$ cat config.mk
export PLATFORM = sky130hd
export DESIGN_NAME = fpx_xfer_seq
export DESIGN_NICKNAME = d
export VERILOG_FILES = /design/src/rtl/fpx_pkg.sv /design/src/rtl/fpx_plan.sv /design/src/rtl/fpx_offset_gen.sv /design/src/rtl/fpx_xfer_seq.sv
export SDC_FILE = /design/constraint.sdc
export NUM_CORES = 1
export LEC_CHECK = 0
export BUFFER_PORTS_ARGS = -buffer_cell sky130_fd_sc_hd__buf_2
export CAP_MARGIN = 10
export CORE_AREA = 2 2 75 85
export DETAILED_ROUTE_END_ITERATION = 10
export DIE_AREA = 0 0 77 87
export HOLD_SLACK_MARGIN = 0.15
export MAX_ROUTING_LAYER = met4
export PLACE_DENSITY = 0.66
export SLEW_MARGIN = 10
export SYNTH_ARGS = -nofsm -noshare
export SYNTH_HDL_FRONTEND = slang
export SYNTH_SLANG_ARGS = --single-unit
$ cat constraint.sdc
create_clock -name clk -period 3.15 [get_ports clk]
set_clock_uncertainty 0.05 [all_clocks]
set_input_delay 0.63 -clock clk [delete_from_list [all_inputs] [get_ports clk]]
set_output_delay 0.63 -clock clk [all_outputs]
set_load 0.02 [all_outputs]
$ cat src/rtl/fpx_pkg.sv
package fpx_pkg;
  typedef enum logic [1:0] {
    UOP_LOAD     = 2'd0,
    UOP_STORE    = 2'd1,
    UOP_BASE_ADD = 2'd2,
    UOP_BASE_SUB = 2'd3
  } uop_op_e;
endpackage

$ cat src/rtl/fpx_plan.sv
// Sizes a command: how many micro-ops it needs and how far the base moves.
module fpx_plan #(
  parameter int CNT_W = 5,
  parameter int TOT_W = CNT_W + 1,
  parameter int OFS_W = CNT_W + 5
) (
  input  logic [CNT_W-1:0] count,
  input  logic             single,
  input  logic             wb,
  output logic [TOT_W-1:0] total,
  output logic [OFS_W-1:0] wb_imm
);
  logic [TOT_W-1:0] words;
  always_comb begin
    words  = single ? TOT_W'(count) : (TOT_W'(count) << 1);
    total  = words + TOT_W'(wb);
    wb_imm = OFS_W'(words) << 2;
  end
endmodule

$ cat src/rtl/fpx_offset_gen.sv
// Offset of the current word and of the next register slot.
module fpx_offset_gen #(
  parameter int OFS_W = 10
) (
  input  logic [OFS_W-1:0] reg_ofs,
  input  logic             single,
  input  logic             up,
  input  logic             half,
  output logic [OFS_W-1:0] emit_ofs,
  output logic [OFS_W-1:0] next_ofs
);
  localparam logic [OFS_W-1:0] WORD_BYTES = OFS_W'(4);
  logic [OFS_W-1:0] slot_bytes;
  always_comb begin
    slot_bytes = single ? WORD_BYTES : (WORD_BYTES << 1);
    if (half) emit_ofs = up ? reg_ofs + WORD_BYTES : reg_ofs - WORD_BYTES;
    else      emit_ofs = reg_ofs;
    next_ofs = up ? reg_ofs + slot_bytes : reg_ofs - slot_bytes;
  end
endmodule

$ cat src/rtl/fpx_xfer_seq.sv
module fpx_xfer_seq #(
  parameter int REG_W  = 5,
  parameter int CNT_W  = 5,
  parameter int BASE_W = 4
) (
  input  logic              clk,
  input  logic              rst_n,
  input  logic              cmd_valid,
  output logic              cmd_ready,
  input  logic [BASE_W-1:0] cmd_base,
  input  logic [REG_W-1:0]  cmd_freg,
  input  logic [CNT_W-1:0]  cmd_count,
  input  logic              cmd_single,
  input  logic              cmd_up,
  input  logic              cmd_load,
  input  logic              cmd_wb,
  output logic              uop_valid,
  input  logic              uop_ready,
  output logic [1:0]        uop_op,
  output logic [REG_W-1:0]  uop_reg,
  output logic [BASE_W-1:0] uop_base,
  output logic              uop_half,
  output logic [CNT_W+4:0]  uop_ofs,
  output logic              uop_up,
  output logic              uop_first,
  output logic              uop_last,
  output logic              uop_dcommit
);
  import fpx_pkg::*;
  localparam int TOT_W = CNT_W + 1;
  localparam int OFS_W = CNT_W + 5;

  logic              busy_q, single_q, up_q, load_q, wb_q, half_q, first_q;
  logic [BASE_W-1:0] base_q;
  logic [TOT_W-1:0]  left_q;
  logic [REG_W-1:0]  reg_q;
  logic [OFS_W-1:0]  rofs_q, imm_q;

  logic [TOT_W-1:0]  plan_total;
  logic [OFS_W-1:0]  plan_imm, emit_ofs, next_ofs;
  logic              accept, fire, on_last, is_wb;
  uop_op_e           op_sel;

  fpx_plan #(.CNT_W(CNT_W), .TOT_W(TOT_W), .OFS_W(OFS_W)) u_plan (
    .count (cmd_count), .single(cmd_single), .wb(cmd_wb),
    .total (plan_total), .wb_imm(plan_imm)
  );

  fpx_offset_gen #(.OFS_W(OFS_W)) u_ofs (
    .reg_ofs(rofs_q), .single(single_q), .up(up_q), .half(half_q),
    .emit_ofs(emit_ofs), .next_ofs(next_ofs)
  );

  always_comb begin
    accept  = cmd_valid && !busy_q;
    fire    = busy_q && uop_ready;
    on_last = (left_q == TOT_W'(1));
    is_wb   = wb_q && on_last;
    if (is_wb) op_sel = up_q ? UOP_BASE_ADD : UOP_BASE_SUB;
    else       op_sel = load_q ? UOP_LOAD : UOP_STORE;
  end

  assign cmd_ready   = !busy_q;
  assign uop_valid   = busy_q;
  assign uop_op      = op_sel;
  assign uop_reg     = reg_q;
  assign uop_base    = base_q;
  assign uop_half    = half_q && !is_wb;
  assign uop_ofs     = is_wb ? imm_q : emit_ofs;
  assign uop_up      = up_q;
  assign uop_first   = first_q;
  assign uop_last    = on_last;
  assign uop_dcommit = !on_last;

  always_ff @(posedge clk or negedge rst_n) begin
    if (!rst_n) begin
      busy_q <= 1'b0; single_q <= 1'b0; up_q <= 1'b0; load_q <= 1'b0;
      wb_q <= 1'b0; half_q <= 1'b0; first_q <= 1'b0;
      base_q <= '0; left_q <= '0; reg_q <= '0; rofs_q <= '0; imm_q <= '0;
    end else if (accept) begin
      busy_q   <= (plan_total != '0);
      single_q <= cmd_single;
      up_q     <= cmd_up;
      load_q   <= cmd_load;
      wb_q     <= cmd_wb;
      base_q   <= cmd_base;
      left_q   <= plan_total;
      reg_q    <= cmd_freg;
      rofs_q   <= '0;
      imm_q    <= plan_imm;
      half_q   <= 1'b0;
      first_q  <= 1'b1;
    end else if (fire) begin
      left_q  <= left_q - TOT_W'(1);
      first_q <= 1'b0;
      if (on_last) busy_q <= 1'b0;
      if (!is_wb) begin
        reg_q <= reg_q + REG_W'(1);
        if (single_q || half_q) begin
          half_q <= 1'b0;
          rofs_q <= next_ofs;
        end else begin
          half_q <= 1'b1;
        end
      end
    end
  end
endmodule

==> impl_metrics.py <==
metrics = {
    "status": {
        "status": "complete, no violations",
    },
    "synthesis": {
        "synth_cells": 303,
        "synth.largest_area_cell": "dfrtp_1",
        "synthArstFlopShare_pct": 100.0,
        "synth_top_area_share_pct": 35.17,
        "synth_cell_type_count": 55,
        "synth_area_sq_um": 2561,
        "synth.area.top_cells": "dfrtp_1, nand2_1, ha_1",
        "yosysSeqAreaShare_pct": 35.17,
        "ys_top_cells_by_count": "nand2_1, dfrtp_1, o21ai_0, nor2_1",
        "synth_edf_count": 0,
        "ys.flop_type": "dfrtp_1",
        "yosysWarningCount": 0,
        "syn_area_per_cell_sq_um": 8.453,
        "yosys_register_bits": 36,
        "synthMostInstantiatedCell": "nand2_1",
    },
    "placement": {
        "place_hpwl_mm": 4.311,
        "io_buffers": 47,
        "dp.cells": 419,
        "gp_congestion": 0.8630,
    },
    "cells_and_area": {
        "reg.largest.list": "rofs_q x8, imm_q x6, left_q x6",
        "largest_register_ffs": 8,
        "max_flop_register": "rofs_q",
        "layout-drive-gt1-share_pct": 26.48,
        "num_antenna_cells": 0,
        "syn2layout_area_growth_pct": 23.50,
        "final_nets": 392,
        "final-instance-count-excl-fill": 435,
        "post-route-util_pct": 53.33,
    },
    "drt": {
        "drtAntennaViolNets": 0,
        "wire_per_inst_um": 14.30,
        "via_count": 2309,
        "drc_errors": 0,
        "first_pass_iters": 4,
        "drt_wl_total_mm": 6.219,
        "avgViaCountPerCell": 5.308,
        "drtIter0Drc": 133,
    },
    "clock_tree": {
        "numCtsBuffers": 5,
        "cts_tree": "done",
        "insertion_delay_ns": 0.30,
        "clock_path_buffers": 2,
        "cts_root_buf": "clkbuf_8",
        "cts.sinks": 36,
        "clk_pin_slew_ns": 0.09,
        "ctsHtreeMaxLevel": 2,
    },
    "power_and_ir_drop": {
        "p_per_area_nw_per_um2": 1216,
        "peakVddDrop_uv": 479.6,
        "p_leak_nw": 1.463,
    },
    "sta": {
        "setup-tns-final_ns": 0,
        "setup_violations": 0,
        "fin_hold_ws_ns": 0.3760,
        "final_hold_viol_count": 0,
        "period_needed_ns": 3.064,
        "max-slew-margin-rel_pct": 45.45,
        "fmax_mhz": 326.4,
        "fin_crit_sh_pct": 97.26,
        "drv_slew": 0,
        "rsz0062_at_grt": "yes",
        "tightestPinTransition_ns": 0.8183,
    },
    "grt": {
        "grt_max_degree": 37,
        "grt_usage_pct": 20.09,
        "grt_pass1_wl_mm": 10.47,
        "grt_pass1_vias": 2254,
        "antenna_found_initial": 0,
        "grt_overflow_total": 0,
    },
    "job": {
        "cap_violations": 0,
    },
    "floorplan": {
        "coreArea_sq_um": 5931,
        "die_area_sq_um": 6699,
        "die_x_um": 77,
        "die_y_um": 87,
        "row_count": 30,
        "ios": 50,
        "start_util_pct": 43.19,
    },
    "worst_setup_path": {
        "reg2reg_slack_ns": 0.85,
        "start_kind": "flip-flop",
        "arrival_ns": 2.38,
        "rr_worst_depth": 10,
        "end_kind": "primary output",
        "required_ns": 2.47,
        "r2r-end": "rofs_q[9]",
        "path_class": "flip-flop to primary output",
        "worstSetupEndpoint": "uop_ofs[9]",
        "rr_startpoint": "uop_up",
        "cp_max_fo": 5,
        "crit_start": "uop_up",
    },
    "hold_path": {
        "worstHoldPathType": "input port to asynchronous set/reset pin",
    },
}
==> layer usage <==
| layer | share of wire (%) | global-route usage [%] |
|---|---|---|
| met1 | 45 | 24.92 |
| met2 | 49 | 33.41 |
| met3 | 3.7 | 3.112 |
| met4 | 2.4 | 7.630 |
| met5 | 0 | - |
==> worst min path at each step <==
stage / start / end / slack, ns / cells after the start
6_report: rst_n / load_q / 0.38 / 1
5_1_grt: rst_n / left_q[0] / 0.45 / 1
4_1_cts: rst_n / left_q[1] / 0.41 / 1
3_5_place_dp: uop_base[0] / uop_base[0] / 0.41 / 2
3_3_place_gp: uop_base[1] / uop_base[1] / 0.41 / 2
2_1_floorplan: rst_n / half_q / 0.28 / 0
==> kinds of logic (layout without fill, tap and decap cells) <==
group	after synthesis	after routing	share of synthesized area [%]
simple gates	115	115	21.35
compound gates	73	73	17.98
flops	36	36	35.17
buf+inv	31	82	5.764
xor+xnor	20	20	6.839
fa+ha+maj	16	16	8.403
mux	11	11	4.348
other cells	1	2	0.1464
==> area by class of cell <==
type,instances,area (sq um)
flip-flops and latches,36,900.9
well taps,80,100.1
fillers,604,2768
multi-input cells,237,1625
inverters,12,48.80
repair buffers,62,376.6
clock inverters,3,42.54
clock buffers,5,68.82
==> worst max-delay path, cell delays in order, from the launching register on <==
cell and delay, ns:
dfrtp_1 0.40, clkinvlp_4 0.16, buf_12 0.16, ha_4 0.26
a21oi_4 0.14, o21ai_4 0.08, or3_1 0.38, a21boi_2 0.15
mux2i_1 0.20, buf_4 0.16
==> metrics by stage <==
step	instance area, sq um	power (mW)	setup WS [ns]
after detailed placement	2853	3.020	0.2286
after floorplan	2565	2.478	0.09141
final	3163	3.845	0.08623
after global routing	3163	4.166	-0.04415
after global placement	2853	2.973	0.2618
after CTS	3057	3.602	0.003912
==> timing repair <==
action,4_1_cts,5_1_grt
hold endpoints to repair,0,0
endpoints found under the setup margin,1,3
setup buffers,4,4
pin swaps,0,6
resized for setup,8,16
gates cloned,0,0
hold buffers,0,0
==> power breakdown <==
part | leakage, nW | total (mW) | switching [mW] | internal [mW]
combinational | 0.969 | 2.53 | 1.38 | 1.15
sequential | 0.440 | 0.897 | 0.218 | 0.679
clock | 0.0541 | 0.418 | 0.184 | 0.234
total | 1.46 | 3.84 | 1.78 | 2.07
==> cells in the final DEF, fill, tap and decap left out, types with 6 or more instances in the layout <==
cell | Yosys | routed
buf_2 | 9 | 45
nand2_1 | 56 | 56
mux2i_1 | 10 | 10
nand2b_1 | 6 | 6
nand3_1 | 11 | 11
xnor2_1 | 9 | 9
o21ai_0 | 22 | 21
a21oi_1 | 14 | 10
o21ai_1 | 10 | 11
inv_1 | 12 | 11
dfrtp_1 | 36 | 36
ha_1 | 14 | 9
nor2_1 | 15 | 15
xor2_1 | 11 | 11
buf_4 | 3 | 13
(Power assumes the default switching activity.)
